===== config.mk =====
export PLATFORM = sky130hd
export DESIGN_NAME = ser2hs_adapter
export DESIGN_NICKNAME = d
export VERILOG_FILES = /design/src/rtl/ser2hs_adapter.sv
export SDC_FILE = /design/constraint.sdc
export NUM_CORES = 1
export LEC_CHECK = 0
export BUFFER_PORTS_ARGS = -buffer_cell sky130_fd_sc_hd__buf_2
export CORE_MARGIN = 2
export CORE_UTILIZATION = 48
export DETAILED_ROUTE_END_ITERATION = 12
export GPL_TIMING_DRIVEN = 0
export PLACE_DENSITY = 0.75
export RECOVER_POWER = 25
export REMOVE_ABC_BUFFERS = 1
export SLEW_MARGIN = 0
export SYNTH_ARGS = -nofsm -noshare
export SYNTH_HDL_FRONTEND = slang
export SYNTH_SLANG_ARGS = --single-unit

===== constraint.sdc =====
create_clock -name clk -period 1.6 [get_ports clk]
set_clock_uncertainty 0.15 [all_clocks]
set_input_delay 0.16 -clock clk [delete_from_list [all_inputs] [get_ports clk]]
set_output_delay 0.16 -clock clk [all_outputs]
set_load 0.03 [all_outputs]

===== src/rtl/ser2hs_adapter.sv =====
module ser2hs_adapter #(
  parameter int W    = 8,
  parameter int HOLD = 1
) (
  input  logic         clk,
  input  logic         rst_n,
  input  logic         strobe_in,
  input  logic [W-1:0] data_in,
  output logic         trig_out,
  output logic [W-1:0] data_out,
  output logic         overrun
);
  localparam int CW = (HOLD > 1) ? $clog2(HOLD) : 1;

  typedef enum logic [1:0] {S_IDLE, S_GRAB, S_A, S_B} st_t;

  st_t           st;
  logic [W-1:0]  first_q, second_q;
  logic [CW-1:0] cnt;
  logic          last;

  assign last     = (cnt == CW'(HOLD - 1));
  assign trig_out = (st == S_A);

  always_ff @(posedge clk or negedge rst_n) begin
    if (!rst_n) begin
      st       <= S_IDLE;
      first_q  <= '0;
      second_q <= '0;
      cnt      <= '0;
      data_out <= '0;
      overrun  <= 1'b0;
    end else begin
      overrun <= strobe_in && (st != S_IDLE);
      case (st)
        S_IDLE: if (strobe_in) begin
          first_q <= data_in;
          st      <= S_GRAB;
        end
        S_GRAB: begin
          second_q <= data_in;
          data_out <= first_q;
          cnt      <= '0;
          st       <= S_A;
        end
        S_A: if (last) begin
          data_out <= second_q;
          cnt      <= '0;
          st       <= S_B;
        end else begin
          cnt <= cnt + 1'b1;
        end
        default: if (last) begin
          data_out <= '0;
          cnt      <= '0;
          st       <= S_IDLE;
        end else begin
          cnt <= cnt + 1'b1;
        end
      endcase
    end
  end

  logic [CW:0] hi_run;
  always_ff @(posedge clk or negedge rst_n) begin
    if (!rst_n) hi_run <= '0;
    else        hi_run <= trig_out ? hi_run + 1'b1 : '0;
  end

  assert_latency_R2: assert property (@(posedge clk) disable iff (!rst_n)
    $rose(trig_out) |-> $past(strobe_in, 2));

  assert_a_max_R3: assert property (@(posedge clk) disable iff (!rst_n)
    trig_out |-> (hi_run < (CW+1)'(HOLD)));

  assert_a_len_R3: assert property (@(posedge clk) disable iff (!rst_n)
    $fell(trig_out) |-> (hi_run == (CW+1)'(HOLD)));

  assert_a_stable_R3: assert property (@(posedge clk) disable iff (!rst_n)
    (trig_out && $past(trig_out)) |-> $stable(data_out));

  assert_ovr_cause_R6: assert property (@(posedge clk) disable iff (!rst_n)
    overrun |-> $past(strobe_in));
endmodule


== Yosys cells after proc, flatten, opt, wreduce, memory -nomap -nowiden ==
Index checks and enable logic that the tools add are counted.
Storage, ports and cells
  register bits after elaboration: 28
  input bits: 11
Cells by class
  bitwise operators: 1
  reductions and logical operators: 6
  mux-type cells: 9
  equal/unequal tests: 6
  $add $sub $neg: 1
Operators by type and width (count)
  one-hot mux 8 bit (3 select lines): 1
  2-to-1 mux 8 bit: 2
  2-to-1 mux 2 bit: 3
  one-hot mux 2 bit (3 select lines): 1
  AND reduction 3 bit: 2
  != test 2 bit, second input constant: 2
  != test 3 x 1 -> 1 bit, second input constant: 1
  equality test 2 x 1 -> 1 bit, second input constant: 1
  equality test 2 bit, second input constant: 1
  zero test 2 bit: 1
  != test 2 x 1 -> 1 bit, second input constant: 1
  one-hot mux 1 bit (2 select lines): 1
  AND reduction 2 bit: 1
  nonzero test 2 bit: 1
  adder 1 bit, second input constant: 1
  logical AND 1 bit: 1
  2-to-1 mux 1 bit: 1
  NOT 1 bit: 1

== Longest topological paths before layout ==
Gate-level depths: netlist of the first run.
  word-level depth: 3
  gate-level depth with buffers: 6
  depth with buffers taken out: 4

== Worst setup path before layout of the first run ==
No wires, ideal clock.
  kind: flip-flop to flip-flop
  start: reg st[0]
  end: reg st[1]
  stages on the path, launching flop included: 5
  required time: 1.322 ns
  clock period less this slack: 1.497 ns
  slack: 0.103 ns
  library setup time: 0.128 ns
  path buffers: 0
  arrival time: 1.219 ns
  cells stage by stage: dfrtp_1 > inv_1 > ha_1 > nor2b_2 > mux2_1
On the way
  longest elaborated chain between the ends: 3
  elaborated cells between the ends (all ways): 8
  those cells by class: 5 x eq/ne; 1 x mux; 2 x reduce/logical
RTL lines
  start, declared: RTL line 17  | st_t st;
  start signal, assigned: RTL line 27  | st <= S_IDLE;
  start signal, assigned: RTL line 38  | st <= S_GRAB;
  start signal, assigned: RTL line 44  | st <= S_A;
  equality test 2 x 1 -> 1 bit (tied with other cells): RTL line 35  | case (st)
  != test 3 x 1 -> 1 bit (no line) or != test 2 bit (tied branches)
  AND reduction 3 bit (no line)
Several ways; a longest one is shown, not always the timed one.
A chain may end at the register's enable or synchronous reset.

== Worst setup path in the final report of the first run ==
  start: reg st[0]
  end: out trig_out
On the way
  longest elaborated chain between the ends: 1
RTL lines
  equality test 2 bit: RTL line 23  | assign trig_out = (st == S_A);
  end, declared: RTL line 9  | output logic trig_out,
No other way between the ends.

==> results.md, run 1 <==
- Outcome: finished clean
- Type of the worst min-delay path: in2async
- Post-DP HPWL: 1300 microns
- Post-synthesis register bit count: 27
- Synth warn: 0
- Crit-path max cell delay: 0.46 ns
- Final Util: 0.623
- Clk slew on worst S/H paths: 0.15 ns
- CTS Root Cell: clkbuf_4
- Post-synthesis area per instance: 14.2 sq um
- Clock Latency Late Sink: 0.33 ns
- Mapped Cells: 84
- Post-synth top area share: 0.568
- Vias in the first global route: 761
- Crit end category: output port
- Area grow syn2layout: 26.3%
- Minimum clock period: 1.53 ns
- Crit-path leading delay family: flip-flops
- Final Cycle Share: 0.959
- DP Area: 1300 sq um
- Iteration-0 DRC Markers: 15
- Most frequent cells in the layout: dfrtp_1, buf_2, mux2_4, dlygate4sd3_1
- Area leader, netlist: dfrtp_1
- Full die area: 2890 sq um
- Hold Fails Final Rpt: 0
- Share of post-route cells with drive strength above 1: 0.462
- Die span in x: 53.8 microns
- Io pins: 21
- Number of buffers added on ports: 20
- Diodes inserted: 0
- Cts bufs inserted: 3
- Mean routed wirelength per cell: 14.3 microns
- Worst path cell trace: inv_2, ha_4, buf_4
- WHS: 0.222 ns
- ANT nets after route: 0
- Largest net degree at the start of global routing: 28
- Required time of the critical path: 1.29 ns
- PD cells: 1890 nW/um^2
- Gr busiest metal: met2
- Bufs on Longest Clock Path: 2
- GRT Total Usage: 0.176
- Critical path class: reg2out
- Met2 global-route usage: 0.293
- Largest fanout on the critical path: 3
- Final-stage net count: 136
- Via count: 744
- Top cells by area, synth: dfrtp_1, mux2_4, mux2_2
- Avg Vias per Cell: 4.99
- Final instance area: 1500 sq um
- Reg2reg start: st[1]$_DFFE_PN0P_
- Die Ht: 53.8 microns
- Commonest non-fill, non-tap cell in the layout: dfrtp_1
- Static Leak: 0.711 nW
- Number of antenna violations at the first check in global routing: 0
- Detailed Route WL: 2120 microns
- Critical path startpoint category: flip-flop
- Final-report setup violation count: 0
- Num rows: 18
- M3 GR Usage: 0.0250
- GPL Wtd Cong: 0.682
- Congestion Overflow GR: 0
- Crit Reg-Reg Endpoint: st[1]$_DFFE_PN0P_
- First-pass GRT wire length: 3510 microns
- Starting Density: 0.493
- RSZ-0062 raised after global routing: no
- Worst Path Buf+Inv: 2
- TNS Setup: 0 ns
- TritonRoute pass-1 iters: 4
- F_max: 0.652 GHz
- Pre-CTS setup slack: -0.342 ns
- Max-cap violations: 0
- CTS tree: built
- Num Clock Sinks: 27
- Core region area: 2410 sq um
- VDD IR-drop max: 0.00104 V
- Slew Limit Fails: 0
- Least-Margin Pin Slew: 0.650 ns
- Relative slew margins: 0.567
- Reg2Reg Setup Slack: 0.08 ns
- Post-synthesis sequential area ratio: 0.568
- DRC: 0
- Setup slack after layout: 0.0663 ns
- Cell area after synthesis: 1190 sq um
- WP data arrival: 1.22 ns
- Slowest CP cell: dfrtp_2
- Count of unique library cells instantiated by Yosys: 17
- R2R depth: 4
- GR Util met1: 0.228
- Depth of the CTS H-tree: 1
[metrics by stage]
| step | instances | total power [W] |
|---|---|---|
| floorplan | 81 | 0.00203 |
| global placement | 131 | 0.00228 |
| detailed placement | 131 | 0.00233 |
| CTS | 148 | 0.00281 |
| global route | 149 | 0.00305 |
| finish | 149 | 0.00284 |
[area by class of cell]
class,count,area (sq um)
multi-input combinational,52,515
fill,182,908
clock inverter,1,7.51
sequential,27,678
tap,30,37.5
clock buffer,3,22.5
timing repair buffer,34,233
inverter,2,7.51
[timing repair]
action | in CTS | in global routing
hold endpoints to repair | 44 | 0
hold buffers | 10 | 0
endpoints found under the setup margin | 27 | 25
buffers inserted | 3 | 1
gates resized for setup | 8 | 4
cloned | 0 | 0
[worst max path at each step]
stage                            from                end  slack [ns]  cells past startpoint
global placement    st[0]$_DFFE_PN0P_  st[1]$_DFFE_PN0P_       -0.32                      4
global route        st[0]$_DFFE_PN0P_           trig_out        0.01                      3
floorplan           st[0]$_DFFE_PN0P_  st[1]$_DFFE_PN0P_       -0.10                      4
finish              st[0]$_DFFE_PN0P_           trig_out        0.07                      3
CTS                 st[1]$_DFFE_PN0P_  st[1]$_DFFE_PN0P_        0.01                      4
detailed placement  st[0]$_DFFE_PN0P_  st[1]$_DFFE_PN0P_       -0.34                      4
[sequential cells by signal, indices dropped and copies added, names as in the netlist]
| signal | cells |
|---|---|
| data_out | 8 |
| first_q | 8 |
| second_q | 8 |
| st | 2 |
| overrun | 1 |
[synthesized netlist by cell type]
| master | number |
|---|---|
| a22oi_1 | 8 |
| buf_4 | 1 |
| buf_6 | 2 |
| dfrtp_1 | 27 |
| ha_1 | 5 |
| inv_1 | 2 |
| mux2_1 | 1 |
| mux2_2 | 6 |
| mux2_4 | 10 |
| mux2i_1 | 1 |
| nand2_1 | 8 |
| nand2_4 | 1 |
| nand2b_1 | 1 |
| nor2b_2 | 2 |
| o21ai_0 | 5 |
| o21ai_1 | 3 |
| o2bb2ai_1 | 1 |
[per-layer routing]
metal / routed length [microns] / part of all wire
met3: 51 / 0.024
met4: 10 / 0.0047
met5: 0 / 0
met2: 1070 / 0.50
met1: 996 / 0.47
[cell families after synthesis]
family | synth area share
mux | 0.201
buf+inv | 0.0316
compound gates | 0.0916
fa+ha+maj | 0.0526
flops | 0.568
simple gates | 0.0547
[report_power, final]
group / total, W / internal (W) / switching (W) / leakage (nW)
Clock: 0.000303 / 0.0000957 / 0.000207 / 0.0139
Combinational: 0.00139 / 0.000724 / 0.000669 / 0.366
Sequential: 0.00115 / 0.000976 / 0.000172 / 0.331
Total: 0.00284 / 0.00180 / 0.00105 / 0.711
[worst register-to-register path, cell delays in order (launching register included)]
cell,delay [ns]
dfrtp_2,0.48
inv_2,0.11
ha_4,0.17
nor2b_2,0.18
mux2_1,0.33
Power figures use the tool's default switching activity.
==> run 2, diff against run 1 <==
CORE_UTILIZATION = 51   (was 48)
CTS_BUF_LIST = sky130_fd_sc_hd__clkbuf_8   (was not set)
PLACE_DENSITY = 0.79   (was 0.75)
==> run 2 against run 1 <==
  * Combinational power barely moved
  * Final area increased by 0.17%
  * Cell count fell by 2.0%
  * Power grew 3.7%
  * First-iteration DRC count is 60% lower
  * Sequential share of layout area is 0.075 points lower
  * Flip-flop and latch count unchanged
  * Critical path type unchanged
  * Largest cell class unchanged
==> results.md, run 2 (synthesized netlist as in run 1, its figures left out) <==
- Bufs on Longest Clock Path: 2
- Slew Limit Fails: 0
- Critical path startpoint category: flip-flop
- Relative slew margins: 0.570
- Power Internal: 0.00188 W
- ANT nets after route: 0
- Regs by FF count: data_out (8), first_q (8), second_q (8)
- Diodes inserted: 0
- Full die area: 2730 sq um
- Clock Latency Late Sink: 0.27 ns
- Number of buffers added on ports: 20
- DRC: 0
- Crit Reg-Reg Endpoint: st[1]$_DFFE_PN0P_
- Least-Margin Pin Slew: 0.646 ns
- Total power: 0.00295 W
- First-pass GRT wire length: 3880 microns
- Combinational Power Share: 0.474
- Reg2reg start: st[0]$_DFFE_PN0P_
- WP data arrival: 1.24 ns
- Congestion Overflow GR: 0
- Starting Density: 0.537
- Iteration-0 DRC Markers: 6
- GRT Total Usage: 0.204
- Worst Path Buf+Inv: 2
- Crit end category: output port
- Type of the worst min-delay path: in2reg
- Outcome: finished clean
- Slowest CP cell: dfrtp_2
- Final Cycle Share: 0.970
- Setup slack after layout: 0.0480 ns
- Net Sw Power: 0.00107 W
- Commonest non-fill, non-tap cell in the layout: dfrtp_1
- Crit-path max cell delay: 0.46 ns
- Post-DP HPWL: 1410 microns
- Number of antenna violations at the first check in global routing: 0
- PD cells: 1960 nW/um^2
- Cts bufs inserted: 3
- Max-cap violations: 0
- Worst path cell trace: inv_2, ha_4, buf_4
- Pre-CTS setup slack: -0.344 ns
- Reg power frac: 0.398
- CTS tree: built
- Die span in x: 52.3 microns
- Static Leak: 0.719 nW
- Via count: 785
- Vias in the first global route: 819
- Io pins: 21
- Crit-path leading delay family: flip-flops
- Most frequent cells in the layout: dfrtp_1, buf_2, mux2_4, dlygate4sd3_1
- Area grow syn2layout: 26.5%
- R2R depth: 4
- TritonRoute pass-1 iters: 4
- Final-report setup violation count: 0
- F_max: 0.644 GHz
- Mean routed wirelength per cell: 15.5 microns
- Largest net degree at the start of global routing: 28
- VDD IR-drop max: 0.00119 V
- Minimum clock period: 1.55 ns
- CTS Root Cell: clkbuf_8
- Largest fanout on the critical path: 7
- Clock share of power: 0.128
- Depth of the CTS H-tree: 1
- Required time of the critical path: 1.29 ns
- Avg Vias per Cell: 5.38
- Critical path class: reg2out
- Share of post-route cells with drive strength above 1: 0.458
- Num rows: 17
- Clk slew on worst S/H paths: 0.09 ns
- Num Clock Sinks: 27
- Critical path depth: 3
- Critical Path Start: st[0]$_DFFE_PN0P_
- Core region area: 2210 sq um
- Reg2Reg Setup Slack: 0.06 ns
- Detailed Route WL: 2260 microns
- Worst setup path endpoint: trig_out
- Die Ht: 52.3 microns
- Hold Fails Final Rpt: 0
- Switching Share: 0.363
- GPL Wtd Cong: 0.694
- Final-stage net count: 135
-- run 2: cell types whose count changed in the layout (fill, tap and decap cells not counted), sizes merged --
cell,before,now
inv,2,3
clkinvlp,1,0
dlygate4sd3,10,9
-- run 2: per-layer routing --
layer  GRT usage  routed length (microns)  up-vias  part of all wire
li1            -                        -      363                 -
met1       0.258                      927      402              0.41
met2       0.325                     1210       16              0.53
met3      0.0571                       97        4             0.043
met4      0.0940                       31        0             0.014
met5           0                        0        -                 0
-- run 2: worst min-delay path by stage --
stage | end | cells past startpoint | from
floorplan | data_out[0]$_DFFE_PN0N_ | 0 | rst_n
global placement | first_q[2]$_DFFE_PN0P_ | 1 | rst_n
detailed placement | first_q[3]$_DFFE_PN0P_ | 1 | rst_n
CTS | overrun$_DFF_PN0_ | 2 | strobe_in
global route | overrun$_DFF_PN0_ | 2 | strobe_in
finish | overrun$_DFF_PN0_ | 2 | strobe_in
-- run 2: worst register-to-register path, stage by stage (launching register included) --
cell and delay, ns:
dfrtp_2 0.46, inv_2 0.13, ha_4 0.18, nor2b_2 0.17, mux2_1 0.33
-- run 2: final cells by class --
| class | instances | area (sq um) |
|---|---|---|
| tap | 28 | 35.0 |
| sequential | 27 | 678 |
| timing repair buffer | 33 | 223 |
| multi-input combinational | 52 | 515 |
| inverter | 2 | 7.51 |
| fill | 162 | 708 |
| clock inverter | 1 | 3.75 |
| clock buffer | 3 | 41.3 |
-- run 2: what timing repair did --
item | 4_1_cts | 5_1_grt
gates resized for setup | 8 | 4
pin swaps | 1 | 0
endpoints found under the setup margin | 27 | 27
hold buffers | 9 | 0
hold endpoints to repair | 42 | 0
buffers inserted | 2 | 2
-- run 2: per-stage QoR --
stage | std cells | area, sq um | utilization | setup TNS, ns | hold WS [ns]
floorplan | 81 | 1160 | - | -0.441 | -0.286
global placement | 129 | 1290 | 0.585 | -5.22 | 0.0392
detailed placement | 129 | 1290 | 0.585 | -6.13 | 0.0486
CTS | 144 | 1480 | 0.671 | 0 | 0.0471
global route | 146 | 1500 | 0.680 | -0.00128 | 0.0506
finish | 146 | 1500 | 0.680 | 0 | 0.0544
-- run 2: power by group through the flow --
stage	sequential, W	clock [W]	combinational [W]
2_1_floorplan	0.00120	0	0.000827
3_3_place_gp	0.00113	0	0.00114
3_5_place_dp	0.00116	0	0.00118
4_1_cts	0.00116	0.000381	0.00134
5_1_grt	0.00121	0.000411	0.00153
6_report	0.00117	0.000377	0.00140
==> run 3, diff against run 2 <==
==> constraint.sdc (replaced) <==
create_clock -name clk -period 1.6 [get_ports clk]
set_clock_uncertainty 0.15 [all_clocks]
set_input_delay 0.32 -clock clk [delete_from_list [all_inputs] [get_ports clk]]
set_output_delay 0.32 -clock clk [all_outputs]
set_load 0.03 [all_outputs]
==> run 3 against run 2 <==
  * Via count fell by 5.5%
  * The run now ends with setup timing left
  * Power rose by 3.1%
  * Sequential power barely moved
  * Final area fell by 2.5%
  * Largest power group unchanged
==> results.md, run 3 (synthesized netlist as in run 1, its figures left out) <==
- Most frequent cells in the layout: dfrtp_1, buf_2, mux2_4, a22oi_1, nand2_1
- Bufs on Longest Clock Path: 2
- First-pass GRT wire length: 3750 microns
- Full die area: 2730 sq um
- Final Cycle Share: 1.02
- Critical path class: reg2out
- PD cells: 2070 nW/um^2
- Core region area: 2210 sq um
- Post-DP HPWL: 1410 microns
- RSZ-0062 raised after global routing: yes
- Required time of the critical path: 1.13 ns
- GRT Total Usage: 0.201
- Crit-path max cell delay: 0.41 ns
- Max-cap violations: 0
- Hold Fails Final Rpt: 0
- Number of buffers added on ports: 20
- Area grow syn2layout: 23.4%
- Clock Latency Late Sink: 0.27 ns
- F_max: 0.614 GHz
- Outcome: complete, but fails checks
- Slowest CP cell: dfrtp_1
- Congestion Overflow GR: 0
- Via count: 742
- Crit end category: output port
- R2R depth: 5
- Share of post-route cells with drive strength above 1: 0.496
- Cts bufs inserted: 3
- Setup slack after layout: -0.0290 ns
- TritonRoute pass-1 iters: 4
- Mean routed wirelength per cell: 16.1 microns
- CTS Root Cell: clkbuf_8
- DRC: 0
- Diodes inserted: 0
- Iteration-0 DRC Markers: 8
- GPL Wtd Cong: 0.694
- Die Ht: 52.3 microns
- Critical path startpoint category: flip-flop
- Final Util: 0.663
- Worst hold stages: 2
- Final-stage net count: 130
- Num Clock Sinks: 27
- Total power: 0.00304 W
- Violated checks: setup timing
- Relative slew margins: 0.609
- Worst path cell trace: inv_2, ha_4, buf_6
- Largest net degree at the start of global routing: 28
- Num rows: 17
- Clk slew on worst S/H paths: 0.09 ns
- Avg Vias per Cell: 5.26
- Vias in the first global route: 746
- Placed insts: 129
- Die span in x: 52.3 microns
- Static Leak: 0.710 nW
- Io pins: 21
- Starting Density: 0.537
- Depth of the CTS H-tree: 1
- Final-report setup violation count: 1
- VDD IR-drop max: 0.00128 V
- Slew Limit Fails: 0
- Minimum clock period: 1.63 ns
- Regs by FF count: data_out (8), first_q (8), second_q (8)
- CTS tree: built
- ANT nets after route: 0
- Post-route insts no fill: 141
- Least-Margin Pin Slew: 0.586 ns
- Number of antenna violations at the first check in global routing: 0
- Commonest non-fill, non-tap cell in the layout: dfrtp_1
- Largest fanout on the critical path: 8
- Type of the worst min-delay path: in2reg
- Detailed Route WL: 2280 microns
- WP data arrival: 1.16 ns
## run 3: layer usage
layer,track usage,routed length (microns),vias to the layer above
li1,-,-,350
met1,0.253,966,372
met2,0.325,1180,16
met3,0.0571,103,4
met4,0.0812,31,0
met5,0,0,-
## run 3: repair_timing
action,CTS,global route
endpoints found under the hold margin,27,0
setup buffers,3,4
setup endpoints to repair,27,25
pin swaps,0,0
resized for setup,9,4
hold buffers,1,0
## run 3: final timing paths
check                                   startpoint                      end  slack [ns]
max reg2reg                      st[0]$_DFFE_PN0P_        st[1]$_DFFE_PN0P_        0.04
min reg2reg                data_out[5]$_DFFE_PN0N_  data_out[5]$_DFFE_PN0N_        0.34
min                                     data_in[5]   first_q[5]$_DFFE_PN0P_        0.14
max in group asynchronous                    rst_n        st[1]$_DFFE_PN0P_        0.46
max                              st[0]$_DFFE_PN0P_                 trig_out       -0.03
min in group asynchronous                    rst_n  second_q[2]$_DFFE_PN0N_        0.43
## run 3: worst max-delay path, delay by kind of cell, from the launching register on
family,cells,cell delay [ns]
flops,1,0.41
buf+inv,2,0.28
fa+ha+maj,1,0.21
## run 3: layout make-up
cell class | instances | area [sq um]
Clock buffer | 3 | 41.3
Clock inverter | 1 | 3.75
Fill cell | 174 | 746
Inverter | 2 | 7.51
Multi-Input combinational cell | 52 | 520
Sequential cell | 27 | 677
Tap cell | 28 | 35.0
Timing Repair Buffer | 28 | 181
## run 3: stage by stage
stage | instance area, sq um | setup TNS (ns) | setup WS [ns] | hold WS [ns]
floorplan | 1160 | -0.441 | -0.102 | -0.126
global placement | 1290 | -5.22 | -0.293 | 0.199
detailed placement | 1290 | -6.17 | -0.344 | 0.209
CTS | 1420 | -0.0351 | -0.0351 | 0.133
global route | 1470 | -0.0907 | -0.0765 | 0.135
finish | 1470 | -0.0290 | -0.0290 | 0.138
## run 3: power by group
part	internal (W)	switching [W]
clock network	0.000172	0.000202
logic	0.000804	0.000707
registers	0.000976	0.000179
